### config.mk
export PLATFORM = sky130hd
export DESIGN_NAME = ecd_mode_ctrl
export DESIGN_NICKNAME = d
export VERILOG_FILES = /design/src/rtl/ecd_pkg.sv /design/src/rtl/ecd_cfg_regs.sv /design/src/rtl/ecd_seq.sv /design/src/rtl/ecd_out_mux.sv /design/src/rtl/ecd_mode_ctrl.sv
export SDC_FILE = /design/constraint.sdc
export NUM_CORES = 1
export LEC_CHECK = 0
export CAP_MARGIN = 20
export CORE_MARGIN = 3
export CORE_UTILIZATION = 40
export DETAILED_ROUTE_END_ITERATION = 7
export PLACE_DENSITY = 0.85
export SLEW_MARGIN = 5
export SYNTH_ARGS = -nofsm -noshare
export SYNTH_HDL_FRONTEND = slang
export SYNTH_SLANG_ARGS = --single-unit
### constraint.sdc
create_clock -name clk -period 2 [get_ports clk]
set_input_delay 0.4 -clock clk [delete_from_list [all_inputs] [get_ports clk]]
set_output_delay 0.4 -clock clk [all_outputs]
set_load 0.1 [all_outputs]
### src/rtl/ecd_pkg.sv
package ecd_pkg;
    typedef enum logic [1:0] {
        ST_IDLE = 2'd0,
        ST_REG  = 2'd1,
        ST_DIS  = 2'd2,
        ST_DEAD = 2'd3
    } ecd_state_e;
endpackage

### src/rtl/ecd_cfg_regs.sv
module ecd_cfg_regs #(
    parameter int TGT_W    = 4,
    parameter int DEAD_W   = 4,
    parameter int DEAD_RST = 2
) (
    input  logic              clk,
    input  logic              rst_n,
    input  logic              we,
    input  logic              supply_mode_in,
    input  logic              en_in,
    input  logic [TGT_W-1:0]  target_in,
    input  logic              fs_high_in,
    input  logic              dis_en_in,
    input  logic              pwm_dis_in,
    input  logic [DEAD_W-1:0] dead_in,
    output logic              supply_mode,
    output logic              en,
    output logic [TGT_W-1:0]  target,
    output logic              fs_high,
    output logic              dis_en,
    output logic              pwm_dis,
    output logic [DEAD_W-1:0] dead
);
    typedef struct packed {
        logic              supply_mode;
        logic              en;
        logic [TGT_W-1:0]  target;
        logic              fs_high;
        logic              dis_en;
        logic              pwm_dis;
        logic [DEAD_W-1:0] dead;
    } cfg_t;

    localparam cfg_t CFG_RST = '{
        supply_mode: 1'b1,
        en:          1'b0,
        target:      '0,
        fs_high:     1'b0,
        dis_en:      1'b0,
        pwm_dis:     1'b0,
        dead:        DEAD_W'(DEAD_RST)
    };

    cfg_t cfg_d, cfg_q;

    always_comb begin
        cfg_d = cfg_q;
        if (we) begin
            cfg_d.supply_mode = supply_mode_in;
            cfg_d.en          = en_in;
            cfg_d.target      = target_in;
            cfg_d.fs_high     = fs_high_in;
            cfg_d.dis_en      = dis_en_in;
            cfg_d.pwm_dis     = pwm_dis_in;
            cfg_d.dead        = dead_in;
        end
    end

    always_ff @(posedge clk or negedge rst_n) begin
        if (!rst_n) cfg_q <= CFG_RST;
        else        cfg_q <= cfg_d;
    end

    assign supply_mode = cfg_q.supply_mode;
    assign en          = cfg_q.en;
    assign target      = cfg_q.target;
    assign fs_high     = cfg_q.fs_high;
    assign dis_en      = cfg_q.dis_en;
    assign pwm_dis     = cfg_q.pwm_dis;
    assign dead        = cfg_q.dead;
endmodule

### src/rtl/ecd_seq.sv
module ecd_seq
    import ecd_pkg::*;
#(
    parameter int TGT_W  = 4,
    parameter int DEAD_W = 4
) (
    input  logic              clk,
    input  logic              rst_n,
    input  logic              en,
    input  logic [TGT_W-1:0]  target,
    input  logic              dis_en,
    input  logic              pwm_dis,
    input  logic [DEAD_W-1:0] dead,
    input  logic              pwm_wave,
    output logic              hs_on,
    output logic              ls_on,
    output ecd_state_e        state
);
    typedef struct packed {
        ecd_state_e        st;
        logic [DEAD_W-1:0] cnt;
    } seq_t;

    seq_t       seq_d, seq_q;
    ecd_state_e want;
    logic [DEAD_W-1:0] dead_load;

    always_comb begin
        if (!en)                   want = ST_IDLE;
        else if (target != '0)     want = ST_REG;
        else if (dis_en)           want = ST_DIS;
        else                       want = ST_IDLE;
    end

    assign dead_load = (dead == '0) ? '0 : dead - DEAD_W'(1);

    always_comb begin
        seq_d = seq_q;
        unique case (seq_q.st)
            ST_IDLE: begin
                if (want != ST_IDLE) begin
                    seq_d.st  = ST_DEAD;
                    seq_d.cnt = dead_load;
                end
            end
            ST_REG, ST_DIS: begin
                if (want == ST_IDLE) begin
                    seq_d.st = ST_IDLE;
                end else if (want != seq_q.st) begin
                    seq_d.st  = ST_DEAD;
                    seq_d.cnt = dead_load;
                end
            end
            ST_DEAD: begin
                if (want == ST_IDLE)        seq_d.st = ST_IDLE;
                else if (seq_q.cnt == '0)   seq_d.st = want;
                else                        seq_d.cnt = seq_q.cnt - DEAD_W'(1);
            end
            default: seq_d.st = ST_IDLE;
        endcase
    end

    always_ff @(posedge clk or negedge rst_n) begin
        if (!rst_n) seq_q <= '{st: ST_IDLE, cnt: '0};
        else        seq_q <= seq_d;
    end

    assign hs_on = (seq_q.st == ST_REG) && (want == ST_REG);
    assign ls_on = (seq_q.st == ST_DIS) && (want == ST_DIS) && (!pwm_dis || pwm_wave);
    assign state = seq_q.st;

    AST_NO_OVERLAP: assert property (@(posedge clk) disable iff (!rst_n)
        !(hs_on && ls_on));
    AST_DISABLE_IDLE: assert property (@(posedge clk) disable iff (!rst_n)
        !en |=> (seq_q.st == ST_IDLE));
    AST_DEAD_BEFORE_CHG: assert property (@(posedge clk) disable iff (!rst_n)
        $rose(hs_on) |-> ($past(seq_q.st) == ST_DEAD));
    AST_DEAD_BEFORE_DIS: assert property (@(posedge clk) disable iff (!rst_n)
        ((seq_q.st == ST_DIS) && ($past(seq_q.st) != ST_DIS)) |-> ($past(seq_q.st) == ST_DEAD));
endmodule

### src/rtl/ecd_out_mux.sv
module ecd_out_mux (
    input  logic clk,
    input  logic rst_n,
    input  logic supply_mode,
    input  logic hs_on,
    input  logic ld_on,
    input  logic ld_pwm_sel,
    input  logic ld_pwm_in,
    input  logic ld_itrip_req,
    output logic shr_out_en,
    output logic shr_override,
    output logic itrip_en
);
    logic own_en;

    always_comb begin
        own_en       = ld_pwm_sel ? ld_pwm_in : ld_on;
        shr_out_en   = supply_mode ? hs_on : own_en;
        shr_override = supply_mode;
        itrip_en     = ld_itrip_req && !supply_mode;
    end

    AST_ITRIP_BLOCKED: assert property (@(posedge clk) disable iff (!rst_n)
        shr_override |-> !itrip_en);
    AST_SUPPLY_FOLLOWS: assert property (@(posedge clk) disable iff (!rst_n)
        shr_override |-> (shr_out_en == hs_on));
endmodule

### src/rtl/ecd_mode_ctrl.sv
module ecd_mode_ctrl
    import ecd_pkg::*;
#(
    parameter int TGT_W     = 4,
    parameter int DEAD_W    = 4,
    parameter int DEAD_RST  = 2,
    parameter int FS_W      = 11,
    parameter int FS_LO_MV  = 1200,
    parameter int FS_HI_MV  = 1500
) (
    input  logic              clk,
    input  logic              rst_n,
    input  logic              cfg_we,
    input  logic              cfg_supply_mode,
    input  logic              cfg_en,
    input  logic [TGT_W-1:0]  cfg_target,
    input  logic              cfg_fs_high,
    input  logic              cfg_dis_en,
    input  logic              cfg_pwm_dis,
    input  logic [DEAD_W-1:0] cfg_dead,
    input  logic              ld_on,
    input  logic              ld_pwm_sel,
    input  logic              ld_pwm_in,
    input  logic              ld_itrip_req,
    input  logic              dis_pwm_in,
    output logic              hs_chg_en,
    output logic              ls_dis_en,
    output logic              shr_out_en,
    output logic              shr_ec_override,
    output logic              itrip_en,
    output logic [TGT_W-1:0]  target_code,
    output logic [FS_W-1:0]   full_scale_mv,
    output logic [1:0]        state_out
);
    localparam logic [FS_W-1:0] FS_LO = FS_W'(FS_LO_MV);
    localparam logic [FS_W-1:0] FS_HI = FS_W'(FS_HI_MV);

    logic              r_mode, r_en, r_fs, r_dis, r_pwm;
    logic [TGT_W-1:0]  r_tgt;
    logic [DEAD_W-1:0] r_dead;
    logic              hs_on, ls_on;
    ecd_state_e        st;

    ecd_cfg_regs #(.TGT_W(TGT_W), .DEAD_W(DEAD_W), .DEAD_RST(DEAD_RST)) u_regs (
        .clk(clk), .rst_n(rst_n), .we(cfg_we),
        .supply_mode_in(cfg_supply_mode), .en_in(cfg_en), .target_in(cfg_target),
        .fs_high_in(cfg_fs_high), .dis_en_in(cfg_dis_en), .pwm_dis_in(cfg_pwm_dis),
        .dead_in(cfg_dead),
        .supply_mode(r_mode), .en(r_en), .target(r_tgt), .fs_high(r_fs),
        .dis_en(r_dis), .pwm_dis(r_pwm), .dead(r_dead)
    );

    ecd_seq #(.TGT_W(TGT_W), .DEAD_W(DEAD_W)) u_seq (
        .clk(clk), .rst_n(rst_n), .en(r_en), .target(r_tgt), .dis_en(r_dis),
        .pwm_dis(r_pwm), .dead(r_dead), .pwm_wave(dis_pwm_in),
        .hs_on(hs_on), .ls_on(ls_on), .state(st)
    );

    ecd_out_mux u_mux (
        .clk(clk), .rst_n(rst_n), .supply_mode(r_mode), .hs_on(hs_on),
        .ld_on(ld_on), .ld_pwm_sel(ld_pwm_sel), .ld_pwm_in(ld_pwm_in),
        .ld_itrip_req(ld_itrip_req), .shr_out_en(shr_out_en),
        .shr_override(shr_ec_override), .itrip_en(itrip_en)
    );

    assign hs_chg_en     = hs_on;
    assign ls_dis_en     = ls_on;
    assign target_code   = r_tgt;
    assign full_scale_mv = r_fs ? FS_HI : FS_LO;
    assign state_out     = st;

    AST_EN_OFF: assert property (@(posedge clk) disable iff (!rst_n)
        !r_en |-> (!hs_chg_en && !ls_dis_en));
endmodule

==> flow_summary_export.csv, run 1 <==
group,metric,value,unit
logic_synthesis,ys_seq_elements,19,
route,routed_wire_length_per_instance,15.5,µm
cells_and_area,post_route_cells_drive_above_1_share,43.0,%
worst_setup_path,critical_path_cell_count,4,
route,antenna_violating_nets_post_route,0,
worst_setup_path,timing.rr.start,"u_regs.target[1]",
logic_synthesis,post_synth_instance_area,1230,µm²
cells_and_area,layout-area-overhead-vs-synth,53.7,%
logic_synthesis,distinct_cell_type_count_after_synthesis,35,
worst_setup_path,crit_path_end_kind,"primary output",
placement,pre_cts_ws,0.0122,ns
sta,max_clock_freq,439,MHz
route,wl,3.03,mm
worst_setup_path,path_max_fanout,2,
worst_setup_path,worstSetupPathType,"reg -> out",
global_route,grt_first_pass_wirelength,4.72,mm
outcome,outcome,"finished with violations",
worst_setup_path,timing.critical_path.from_type,"flip-flop",
cells_and_area,diodes,0,
die,floorplan.rows,19,
route,drt_pass1_iterations,4,
worst_setup_path,path_buf_inv,1,
die,die_w,61.5,µm
die,initial_core_util,43.1,%
worst_hold_path,min_path_type,"in -> async",
logic_synthesis,synthTopCellsByArea,"sky130_fd_sc_hd__dfrtp_1, sky130_fd_sc_hd__mux2_2, sky130_fd_sc_hd__buf_4",
logic_synthesis,yosys_warnings,0,
global_route,first_global_vias,1048,
logic_synthesis,yosysTopAreaCellShare,34.6,%
sta,final_hold_viol_count,0,
logic_synthesis,synth_edf_count,0,
sta,period_minus_slack,2.28,ns
clock_network,cts_buffers,3,
cells_and_area,finish.net_count,193,
sta,post_route_setup_slack,-0.277,ns
logic_synthesis,synthMostInstantiatedCell,"sky130_fd_sc_hd__dfrtp_1",
power,peakVddDrop,0.619,mV
clock_network,h_tree_lvls,1,
sta,finalSetupViolations,9,
worst_setup_path,crit_chain,"or4_4, and3_4, a21o_4, buf_12",
clock_network,clock_sink_count,19,
die,die_h,61.5,µm
placement,routability_congestion_estimate,0.887,
worst_setup_path,rr_endpoint,"u_seq.seq_q[1]",
logic_synthesis,ys_top_cells_by_count,"sky130_fd_sc_hd__dfrtp_1, sky130_fd_sc_hd__mux2_2, sky130_fd_sc_hd__buf_4",
global_route,grt_max_degree,20,
worst_setup_path,timing.critical_path.from,"u_regs.target[1]",
sta,finalCritPeriodShare,114,%
clock_network,postCtsHoldBufs,0,
clock_network,cts_tree,"yes",
power,power_per_cell_area,1330,nW/µm²
worst_setup_path,cp.required,1.60,ns
worst_setup_path,cpMaxStageDelayCell,"sky130_fd_sc_hd__or4_4",
worst_setup_path,worst_ep_arrival_time,1.88,ns
global_route,groute.usage.overall,17.1,%
worst_setup_path,critPathTopFamily,"simple AND/OR/NAND/NOR gates",
clock_network,clkTransAtPathRegs,0.10,ns
global_route,grt_antenna_before_repair,0,
outcome,failed_checks,"negative setup slack",
logic_synthesis,async_reset_ff_share,100,%
clock_network,clock_latency_on_the_worst_skew_pair,0.31,ns
route,post-route-drc-count,0,
worst_setup_path,setup_slack_on_the_worst_flop_to_flop_path,-0.15,ns
sta,worst_clock_skew,0.00200,ns
logic_synthesis,yosysSeqAreaShare,38.9,%
logic_synthesis,netlist_instances,116,
route,detailroute.via_count,1081,
job,max_cap_violations,0,
sta,setup_repair_after_global_routing_missed_its_margin,"yes",
worst_setup_path,timing.critical_path.to,"shr_out_en",
logic_synthesis,flip_flop_cell_with_the_highest_count_after_synthesis,"sky130_fd_sc_hd__dfrtp_1",
logic_synthesis,yosys.area.top_type,"sky130_fd_sc_hd__dfrtp_1",
route,initialDrtViolationCount,26,
sta,final-max-slew-violation-count,0,
clock_network,library_cell_used_as_clock_root_buffer,"sky130_fd_sc_hd__clkbuf_4",
cells_and_area,fillerInstances,216,
die,dieArea,3780,µm²
route,drt-vias-per-instance,5.52,
sta,final_layout_setup_total_negative_slack,-1.21,ns
worst_setup_path,peak_per_stage_delay_on_the_critical_path,0.54,ns
clock_network,cts_buffer_depth,2,
global_route,overflow,0,
logic_synthesis,mean_cell_area_of_the_mapped_netlist,10.6,µm²
placement,port_buffers,36,
power,leakage,0.809,nW
placement,dp.final_hpwl,2.30,mm
die,io_pins,43,
worst_setup_path,reg2reg_depth,8,
die,core_area,2850,µm²
-- final cells by class --
cell class / count / area [µm²] / area share (%)
inverters: 5 / 18.8 / 0.993
flip-flops and latches: 19 / 490 / 25.9
clock buffers: 4 / 26.3 / 1.39
well taps: 31 / 38.8 / 2.05
repair buffers: 55 / 608 / 32.2
multi-input cells: 82 / 708 / 37.5
-- sequential cells by signal (all words and copies together), names as in the netlist --
name / cells
u_seq.state: 2
u_regs.dead: 4
u_regs.supply_mode: 1
u_regs.pwm_dis: 1
u_regs.en: 1
u_seq.seq_q: 4
u_regs.dis_en: 1
u_regs.target: 4
u_regs.fs_high: 1
-- timing repair --
action,CTS,global route
setup endpoints to repair,4,9
setup buffers,5,3
endpoints found under the hold margin,0,0
pin swaps,6,5
gates resized for setup,4,3
-- placed cells by master (no fill, tap or decap), types with 4 or more instances in the layout --
master / instances
sky130_fd_sc_hd__mux2_2: 13
sky130_fd_sc_hd__nand2_1: 4
sky130_fd_sc_hd__buf_4: 22
sky130_fd_sc_hd__ha_1: 6
sky130_fd_sc_hd__dfrtp_1: 13
sky130_fd_sc_hd__nor2_1: 6
sky130_fd_sc_hd__nand2b_1: 5
sky130_fd_sc_hd__inv_1: 5
sky130_fd_sc_hd__buf_12: 11
sky130_fd_sc_hd__o21ai_0: 5
sky130_fd_sc_hd__mux2i_1: 4
sky130_fd_sc_hd__conb_1: 6
sky130_fd_sc_hd__clkdlybuf4s50_1: 20
-- worst reg2reg max path, stage by stage (launching register included) --
cell                      delay (ns)
sky130_fd_sc_hd__dfrtp_4        0.48
sky130_fd_sc_hd__buf_4          0.16
sky130_fd_sc_hd__nor4_4         0.30
sky130_fd_sc_hd__buf_4          0.16
sky130_fd_sc_hd__buf_4          0.11
sky130_fd_sc_hd__mux2i_4        0.27
sky130_fd_sc_hd__a32oi_4        0.16
sky130_fd_sc_hd__nand2_2        0.11
sky130_fd_sc_hd__mux2_4         0.29
-- cells by family (layout without fill, tap and decap cells) --
kind of cell    count (synthesis)  in the layout  synth area share, %
flops                          19             19                 38.9
simple gates                   31             31                 14.3
fa+ha+maj                       6              6                 6.10
other cells                     2              6                0.611
mux                            19             19                 17.2
buf+inv                        19             64                 9.46
compound gates                 20             20                 13.4
-- per-stage QoR --
stage	utilization, %	total power [W]	cells	hold WS, ns	cell area, µm²
2_1_floorplan	-	0.00172	120	0.104	1280
3_3_place_gp	62.1	0.00213	185	0.494	1770
3_5_place_dp	62.1	0.00219	185	0.498	1770
4_1_cts	65.0	0.00245	194	0.414	1860
5_1_grt	66.3	0.00265	196	0.426	1890
6_report	66.3	0.00252	196	0.416	1890
-- routing by layer --
layer | vias to the layer above | track usage, % | routed length [µm]
met5 | - | 0 | 0
met4 | 0 | 8.18 | 72
met3 | 7 | 1.47 | 114
met2 | 38 | 32.3 | 1710
met1 | 544 | 19.1 | 1140
li1 | 492 | - | -
-- worst min-delay path by stage --
stage	startpoint	endpoint	slack [ns]	cells past startpoint
after CTS	rst_n	u_seq.state[0]	0.41	2
after floorplan	rst_n	u_regs.dead[0]	0.10	0
final	rst_n	u_seq.seq_q[3]	0.42	2
after global routing	rst_n	u_seq.seq_q[2]	0.43	2
after detailed placement	u_regs.pwm_dis	u_regs.pwm_dis	0.50	1
after global placement	u_regs.pwm_dis	u_regs.pwm_dis	0.49	1
-- where the power goes --
group	leakage (nW)	internal (W)	switching, W
Sequential	0.220	0.000481	0.0000847
Clock	0.0150	0.0000780	0.000121
Combinational	0.574	0.000737	0.00102
Power figures use the tool's default switching activity.
==> run 2, diff against run 1 <==
--- a/config.mk
+++ b/config.mk
@@ -10,7 +10,7 @@
 export CORE_UTILIZATION = 40
 export DETAILED_ROUTE_END_ITERATION = 7
 export PLACE_DENSITY = 0.85
-export SLEW_MARGIN = 5
+export SLEW_MARGIN = 20
 export SYNTH_ARGS = -nofsm -noshare
 export SYNTH_HDL_FRONTEND = slang
 export SYNTH_SLANG_ARGS = --single-unit
==> results of run 2 <==
The final DEF is identical to that of run 1; final timing and power are the same.
